File: src/rtl/hrf_pkg.sv
package hrf_pkg;

    localparam int DATA_W = 32;
    localparam int BE_W   = DATA_W / 8;

    typedef enum logic [1:0] {
        ST_IDLE,
        ST_TIM_RD,
        ST_MEM_RD
    } hub_state_e;

    typedef enum logic [2:0] {
        RG_TIMING,
        RG_LOCAL,
        RG_STATUS,
        RG_GLYPH,
        RG_MEM,
        RG_NONE
    } region_e;

endpackage

File: src/rtl/hrf_decode.sv
module hrf_decode
    import hrf_pkg::*;
#(
    parameter int                ADDR_W     = 16,
    parameter int                REG_AW     = 8,
    parameter int                SEL_W      = 4,
    parameter int                N_LOCAL    = 8,
    parameter int                LOCAL_BASE = 16,
    parameter int                STATUS_IDX = 32,
    parameter int                GLYPH_AW   = 7,
    parameter logic [ADDR_W-1:0] GLYPH_BASE = 16'hF000,
    localparam int               LIDX_W     = (N_LOCAL > 1) ? $clog2(N_LOCAL) : 1
) (
    input  logic              is_mem,
    input  logic [ADDR_W-1:0] addr,
    output region_e           region,
    output logic [SEL_W-1:0]  sel,
    output logic [LIDX_W-1:0] local_idx,
    output logic [ADDR_W-1:0] mem_addr
);

    localparam logic [REG_AW:0] TIM_END   = (REG_AW+1)'(2 ** SEL_W);
    localparam logic [REG_AW:0] LOC_LO    = (REG_AW+1)'(LOCAL_BASE);
    localparam logic [REG_AW:0] LOC_HI    = (REG_AW+1)'(LOCAL_BASE + N_LOCAL);
    localparam logic [REG_AW:0] STAT_IDX  = (REG_AW+1)'(STATUS_IDX);
    localparam logic [REG_AW:0] GLYPH_LO  = (REG_AW+1)'(2 ** REG_AW - 2 ** GLYPH_AW);

    logic [REG_AW:0] idx;
    logic [REG_AW:0] loc_off;

    assign idx     = {1'b0, addr[REG_AW-1:0]};
    assign loc_off = idx - LOC_LO;

    always_comb begin
        region    = RG_NONE;
        sel       = addr[SEL_W-1:0];
        local_idx = loc_off[LIDX_W-1:0];
        mem_addr  = addr;
        if (is_mem) begin
            region = RG_MEM;
        end else if (idx < TIM_END) begin
            region = RG_TIMING;
        end else if (idx >= LOC_LO && idx < LOC_HI) begin
            region = RG_LOCAL;
        end else if (idx == STAT_IDX) begin
            region = RG_STATUS;
        end else if (idx >= GLYPH_LO) begin
            region   = RG_GLYPH;
            mem_addr = GLYPH_BASE + ADDR_W'(addr[GLYPH_AW-1:0]);
        end
    end

endmodule

File: src/rtl/hrf_local_regs.sv
module hrf_local_regs
    import hrf_pkg::*;
#(
    parameter int  N_LOCAL = 8,
    localparam int LIDX_W  = (N_LOCAL > 1) ? $clog2(N_LOCAL) : 1
) (
    input  logic              clk,
    input  logic              rst_n,
    input  logic              wr_en,
    input  logic [LIDX_W-1:0] wr_idx,
    input  logic [DATA_W-1:0] wr_data,
    input  logic [BE_W-1:0]   wr_be,
    input  logic [LIDX_W-1:0] rd_idx,
    output logic [DATA_W-1:0] rd_data
);

    logic [DATA_W-1:0] words [N_LOCAL];

    for (genvar gi = 0; gi < N_LOCAL; gi++) begin : g_word
        logic [DATA_W-1:0] word_d, word_q;

        always_comb begin
            word_d = word_q;
            if (wr_en && wr_idx == LIDX_W'(gi)) begin
                for (int b = 0; b < BE_W; b++) begin
                    if (wr_be[b]) word_d[b*8 +: 8] = wr_data[b*8 +: 8];
                end
            end
        end

        always_ff @(posedge clk) begin
            if (!rst_n) word_q <= '0;
            else        word_q <= word_d;
        end

        assign words[gi] = word_q;
    end

    assign rd_data = words[rd_idx];

endmodule

File: src/rtl/hrf_retrace_status.sv
module hrf_retrace_status (
    input  logic clk,
    input  logic rst_n,
    input  logic retrace_in,
    input  logic clr,
    output logic live,
    output logic seen
);

    typedef struct packed {
        logic live;
        logic seen;
    } rs_t;

    rs_t rs_d, rs_q;

    always_comb begin
        rs_d      = rs_q;
        rs_d.live = retrace_in;
        rs_d.seen = (retrace_in && !rs_q.live) || (rs_q.seen && !clr);
    end

    always_ff @(posedge clk) begin
        if (!rst_n) rs_q <= '0;
        else        rs_q <= rs_d;
    end

    assign live = rs_q.live;
    assign seen = rs_q.seen;

endmodule

File: src/rtl/host_reg_hub.sv
module host_reg_hub
    import hrf_pkg::*;
#(
    parameter int                ADDR_W     = 16,
    parameter int                SEL_W      = 4,
    parameter int                N_LOCAL    = 8,
    parameter int                PUSH_HOLD  = 3,
    parameter logic [ADDR_W-1:0] GLYPH_BASE = 16'hF000
) (
    input  logic              clk,
    input  logic              rst_n,
    input  logic              req_valid,
    output logic              req_ready,
    input  logic              req_write,
    input  logic              req_mem,
    input  logic [ADDR_W-1:0] req_addr,
    input  logic [31:0]       req_wdata,
    input  logic [3:0]        req_be,
    output logic              rsp_valid,
    output logic              rsp_retry,
    output logic [31:0]       rsp_rdata,
    output logic              tbus_wr,
    output logic              tbus_rd,
    output logic [SEL_W-1:0]  tbus_sel,
    output logic [7:0]        tbus_wdata,
    input  logic [7:0]        tbus_rdata,
    input  logic              retrace_in,
    output logic              wf_push,
    output logic [ADDR_W-1:0] wf_addr,
    output logic [31:0]       wf_data,
    output logic [3:0]        wf_be,
    input  logic              wf_full,
    input  logic              wf_empty,
    output logic              dr_req,
    output logic [ADDR_W-1:0] dr_addr,
    input  logic              dr_valid,
    input  logic [31:0]       dr_data
);

    localparam int REG_AW   = 8;
    localparam int GLYPH_AW = 7;
    localparam int LIDX_W   = (N_LOCAL > 1) ? $clog2(N_LOCAL) : 1;
    localparam int HOLD_W   = $clog2(PUSH_HOLD + 1);
    localparam logic [HOLD_W-1:0] HOLD_LOAD = HOLD_W'(PUSH_HOLD);

    typedef struct packed {
        hub_state_e        st;
        logic              rsp_valid;
        logic              rsp_retry;
        logic [DATA_W-1:0] rsp_data;
        logic              t_wr;
        logic              t_rd;
        logic [SEL_W-1:0]  t_sel;
        logic [7:0]        t_data;
        logic              push;
        logic [ADDR_W-1:0] p_addr;
        logic [DATA_W-1:0] p_data;
        logic [BE_W-1:0]   p_be;
        logic              d_req;
        logic [ADDR_W-1:0] d_addr;
        logic [HOLD_W-1:0] hold;
    } hub_t;

    hub_t hub_d, hub_q;

    region_e           region;
    logic [SEL_W-1:0]  dec_sel;
    logic [LIDX_W-1:0] dec_lidx;
    logic [ADDR_W-1:0] dec_maddr;
    logic [DATA_W-1:0] loc_rdata;
    logic              ret_live, ret_seen;
    logic              accept, blocked;
    logic              loc_wr, stat_clr;

    hrf_decode #(
        .ADDR_W    (ADDR_W),
        .REG_AW    (REG_AW),
        .SEL_W     (SEL_W),
        .N_LOCAL   (N_LOCAL),
        .LOCAL_BASE(16),
        .STATUS_IDX(32),
        .GLYPH_AW  (GLYPH_AW),
        .GLYPH_BASE(GLYPH_BASE)
    ) u_decode (
        .is_mem   (req_mem),
        .addr     (req_addr),
        .region   (region),
        .sel      (dec_sel),
        .local_idx(dec_lidx),
        .mem_addr (dec_maddr)
    );

    assign accept   = req_valid && (hub_q.st == ST_IDLE);
    assign blocked  = !wf_empty || (hub_q.hold != '0);
    assign loc_wr   = accept && req_write && (region == RG_LOCAL);
    assign stat_clr = accept && !req_write && !blocked && (region == RG_STATUS);

    hrf_local_regs #(
        .N_LOCAL(N_LOCAL)
    ) u_local (
        .clk    (clk),
        .rst_n  (rst_n),
        .wr_en  (loc_wr),
        .wr_idx (dec_lidx),
        .wr_data(req_wdata),
        .wr_be  (req_be),
        .rd_idx (dec_lidx),
        .rd_data(loc_rdata)
    );

    hrf_retrace_status u_status (
        .clk       (clk),
        .rst_n     (rst_n),
        .retrace_in(retrace_in),
        .clr       (stat_clr),
        .live      (ret_live),
        .seen      (ret_seen)
    );

    always_comb begin
        hub_d           = hub_q;
        hub_d.rsp_valid = 1'b0;
        hub_d.rsp_retry = 1'b0;
        hub_d.t_wr      = 1'b0;
        hub_d.t_rd      = 1'b0;
        hub_d.push      = 1'b0;
        hub_d.d_req     = 1'b0;
        if (hub_q.hold != '0) hub_d.hold = hub_q.hold - 1'b1;

        unique case (hub_q.st)
            ST_IDLE: begin
                if (accept) begin
                    hub_d.rsp_data = '0;
                    if (req_write) begin
                        hub_d.rsp_valid = 1'b1;
                        unique case (region)
                            RG_MEM, RG_GLYPH: begin
                                if (wf_full) begin
                                    hub_d.rsp_retry = 1'b1;
                                end else begin
                                    hub_d.push   = 1'b1;
                                    hub_d.p_addr = dec_maddr;
                                    hub_d.p_data = req_wdata;
                                    hub_d.p_be   = req_be;
                                    hub_d.hold   = HOLD_LOAD;
                                end
                            end
                            RG_TIMING: begin
                                if (req_be[0]) begin
                                    hub_d.t_wr   = 1'b1;
                                    hub_d.t_sel  = dec_sel;
                                    hub_d.t_data = req_wdata[7:0];
                                end
                            end
                            default: ;
                        endcase
                    end else if (blocked) begin
                        hub_d.rsp_valid = 1'b1;
                        hub_d.rsp_retry = 1'b1;
                    end else begin
                        unique case (region)
                            RG_TIMING: begin
                                hub_d.t_rd  = 1'b1;
                                hub_d.t_sel = dec_sel;
                                hub_d.st    = ST_TIM_RD;
                            end
                            RG_MEM, RG_GLYPH: begin
                                hub_d.d_req  = 1'b1;
                                hub_d.d_addr = dec_maddr;
                                hub_d.st     = ST_MEM_RD;
                            end
                            RG_LOCAL: begin
                                hub_d.rsp_valid = 1'b1;
                                hub_d.rsp_data  = loc_rdata;
                            end
                            RG_STATUS: begin
                                hub_d.rsp_valid = 1'b1;
                                hub_d.rsp_data  = {{(DATA_W-2){1'b0}}, ret_seen, ret_live};
                            end
                            default: begin
                                hub_d.rsp_valid = 1'b1;
                            end
                        endcase
                    end
                end
            end
            ST_TIM_RD: begin
                hub_d.rsp_valid = 1'b1;
                hub_d.rsp_data  = {{(DATA_W-8){1'b0}}, tbus_rdata};
                hub_d.st        = ST_IDLE;
            end
            ST_MEM_RD: begin
                if (dr_valid) begin
                    hub_d.rsp_valid = 1'b1;
                    hub_d.rsp_data  = dr_data;
                    hub_d.st        = ST_IDLE;
                end
            end
            default: hub_d.st = ST_IDLE;
        endcase
    end

    always_ff @(posedge clk) begin
        if (!rst_n) hub_q <= '0;
        else        hub_q <= hub_d;
    end

    assign req_ready  = (hub_q.st == ST_IDLE);
    assign rsp_valid  = hub_q.rsp_valid;
    assign rsp_retry  = hub_q.rsp_retry;
    assign rsp_rdata  = hub_q.rsp_data;
    assign tbus_wr    = hub_q.t_wr;
    assign tbus_rd    = hub_q.t_rd;
    assign tbus_sel   = hub_q.t_sel;
    assign tbus_wdata = hub_q.t_data;
    assign wf_push    = hub_q.push;
    assign wf_addr    = hub_q.p_addr;
    assign wf_data    = hub_q.p_data;
    assign wf_be      = hub_q.p_be;
    assign dr_req     = hub_q.d_req;
    assign dr_addr    = hub_q.d_addr;

endmodule

File: config.mk
export PLATFORM = sky130hd
export DESIGN_NAME = host_reg_hub
export DESIGN_NICKNAME = d
export VERILOG_FILES = /design/src/rtl/hrf_pkg.sv /design/src/rtl/hrf_decode.sv /design/src/rtl/hrf_local_regs.sv /design/src/rtl/hrf_retrace_status.sv /design/src/rtl/host_reg_hub.sv
export SDC_FILE = /design/constraint.sdc
export NUM_CORES = 1
export LEC_CHECK = 0
export BUFFER_PORTS_ARGS = -buffer_cell sky130_fd_sc_hd__buf_2
export CORE_MARGIN = 2
export CORE_UTILIZATION = 58
export DETAILED_ROUTE_END_ITERATION = 16
export MAX_ROUTING_LAYER = met4
export PLACE_DENSITY = 0.8
export RECOVER_POWER = 25
export SLEW_MARGIN = 40
export SYNTH_ARGS = -nofsm -noshare
export SYNTH_HDL_FRONTEND = slang
export SYNTH_SLANG_ARGS = --single-unit
File: constraint.sdc
create_clock -name clk -period 2.11 [get_ports clk]
set_input_delay 0.5275 -clock clk [delete_from_list [all_inputs] [get_ports clk]]
set_output_delay 0.5275 -clock clk [all_outputs]
set_load 0.01 [all_outputs]
==> results by group <==
Floorplan
  – Rows: 62
  – Chip height: 175 um
  – Core box area: 28700 um2
  – Die area: 30600 um2
  – IO Count: 220
  – Die width: 175 um
  – Starting Density: 59.0%

CTS
  – Clock root cell: clkbuf_16
  – H-tree Lvls: 2
  – Clock latency on the worst-skew pair: 540 ps
  – Clk pin slew, worst setup/hold paths: 60 ps
  – Num Clock Sinks: 380
  – CTS Buffer Depth: 3
  – CTS tree: yes
  – Inserted Clock Buffers: 40
  – Post-CTS Hold Buffers: 0

Synthesis
  – Asr flop ratio synth: 0%
  – Syn. warnings: 0
  – Net count after synthesis: 1817
  – EDFF count, synth: 0
  – Post-synthesis register bit count: 380
  – Ys flop type: dfxtp_1
  – Sequential fraction of the synthesis area: 45.0%
  – Cell count after synthesis: 1712
  – Post-synth cell types: 45
  – Synth Cell Area: 16900 um2
  – Syn Area/Cell: 9.89 um2

STA
  – Final max-slew violation count: 0
  – Worst hold slack: 212 ps
  – Actual slew at the worst max-slew pin: 687 ps
  – Headroom to the max-slew limit: 54.2%
  – Min setup slack post-route: 61.5 ps
  – Tmin final: 2050 ps
  – Clk_skew: 23.8 ps
  – Fin crit share: 97.1%
  – Final Hold Viols: 0
  – # setup viols final: 0
  – Max Fclk: 488 MHz

Hold path
  – Worst hold path depth: 2
  – Hold crit path type: in2reg

Final layout
  – Most common cell after layout, fill and taps aside: nand2_1
  – Fill count: 2066
  – Synthesis-to-finish area growth: 17.8%
  – NumNets Final: 1974
  – Footprint of the multi-input gates: 7970 um2
  – Reg area: 7610 um2
  – Finished Cell Area: 19900 um2
  – Share of cells above drive strength 1: 24.5%
  – Fin util: 69.5%
  – Most frequent cells in the layout: nand2_1, dfxtp_1, mux2i_1, buf_2, mux4_2

Worst setup path
  – Crit-path cells: inv_1 -> ha_2 -> buf_4 -> buf_2
  – Delay-heaviest family, CP: buffers and inverters
  – WS Path Type: reg2out
  – Worst path slowest cell: dfxtp_2
  – Worst EP required: 1580 ps
  – Crit Path Max Fanout: 6
  – Endpoint class of the critical path: output pin
  – CP arrival: 1520 ps
  – CP max stage delay: 370 ps
  – Bufs and invs on worst path: 3
  – CP Launch Type: flop
  – Reg2Reg Depth: 8
  – Worst reg2reg setup slack: 90 ps
  – Crit path depth: 4

Routing
  – Iteration-0 DRC Markers: 1320
  – ANT nets after route: 0
  – Vias: 13.4k
  – Vias/cell: 5.86
  – DR DRC count: 0
  – Avg WL per Cell: 19.8 um
  – Post-Route WL: 45.3 mm
  – 1st-pass router iterations: 6

Global routing
  – All-Layer GR Usage: 29.6%
  – Number of global-route vias before repair: 13.4k
  – Gr ovfl total: 0
  – First-pass GRT wire length: 70.5 mm
  – Initial antenna violation count: 5
  – Largest net degree at the start of global routing: 96

Placement
  – Port Buffer Count: 219
  – GPL Wtd Cong: 0.868
  – Pre-CTS WS: -53.0 ps
  – Dpl hpwl: 29.8 mm
  – Cell Area, Placed: 18600 um2

Power and ir drop
  – Static Leak: 7.27 nW
  – Cell Pwr Density: 779 nW/um2
  – Peak VDD IR: 0.000539 V

Flow run
  – Max Cap Violations: 0

Run status
  – Status: completed
[stage by stage]
stage	total power (W)	cells	setup TNS (ps)
2_1_floorplan	0.00811	1712	0
3_3_place_gp	0.00845	2208	0
3_5_place_dp	0.00847	2208	-101
4_1_cts	0.0155	2280	0
5_1_grt	0.0159	2287	-41.5
6_report	0.0155	2287	0
[logic make-up after synthesis]
logic type,synth area share [%]
compound gates,5.65
fa+ha+maj,0.296
simple gates,15.0
flops,45.0
mux,26.0
buf+inv,8.09
[sequential cells by signal, indices dropped and copies added, names as in the netlist]
name	cells
u_local.g_word.word_q	256
rsp_rdata	32
wf_data	32
dr_addr	16
wf_addr	16
tbus_wdata	8
hub_q	4
tbus_sel	4
wf_be	4
dr_req	1
rsp_retry	1
rsp_valid	1
tbus_rd	1
tbus_wr	1
u_status.live	1
u_status.seen	1
wf_push	1
[path summary, 6_finish.rpt]
check,startpoint,end
max,hub_q[120],req_ready
min,retrace_in,u_status.live
max reg2reg,hub_q[120],rsp_rdata[1]
min reg2reg,u_local.g_word[6].word_q[11],u_local.g_word[6].word_q[11]
[cell type report]
| class | count | area share [%] |
|---|---|---|
| Tap cell | 384 | 2.41 |
| Clock inverter | 13 | 0.766 |
| Clock buffer | 59 | 5.94 |
| Timing Repair Buffer | 331 | 12.6 |
| Sequential cell | 380 | 38.2 |
| Inverter | 5 | 0.0942 |
| Antenna cell | 4 | 0.0502 |
| Multi-Input combinational cell | 1111 | 40.0 |
[cell usage after synthesis (31+ instances only)]
master / count / area, um2
a21oi_1: 63 / 315
a31oi_1: 32 / 200
buf_4: 116 / 871
clkbuf_1: 64 / 240
dfxtp_1: 380 / 7610
mux2i_1: 296 / 2960
mux4_2: 64 / 1440
nand2_1: 437 / 1640
nor2_1: 31 / 116
nor2_2: 32 / 200
o21ai_0: 37 / 185
or3_1: 31 / 194
[metal layers]
layer | track usage [%] | part of all wire, %
met5 | - | 0
met4 | 12.7 | 4.3
met3 | 3.94 | 5.6
met2 | 50.1 | 50
met1 | 35.6 | 40
[where the power goes]
part,internal [W],switching [W]
Clock,0.00426,0.00291
Combinational,0.000379,0.000657
Sequential,0.00726,0.0000494
[what timing repair did]
| item | CTS | global route |
|---|---|---|
| hold endpoints to repair | 0 | 0 |
| resized for setup | 2 | 9 |
| pin swaps | 0 | 1 |
| setup buffers | 0 | 2 |
| gates cloned | 0 | 1 |
| setup endpoints to repair | 6 | 37 |
Note: power is estimated with default switching activity, not from simulation.
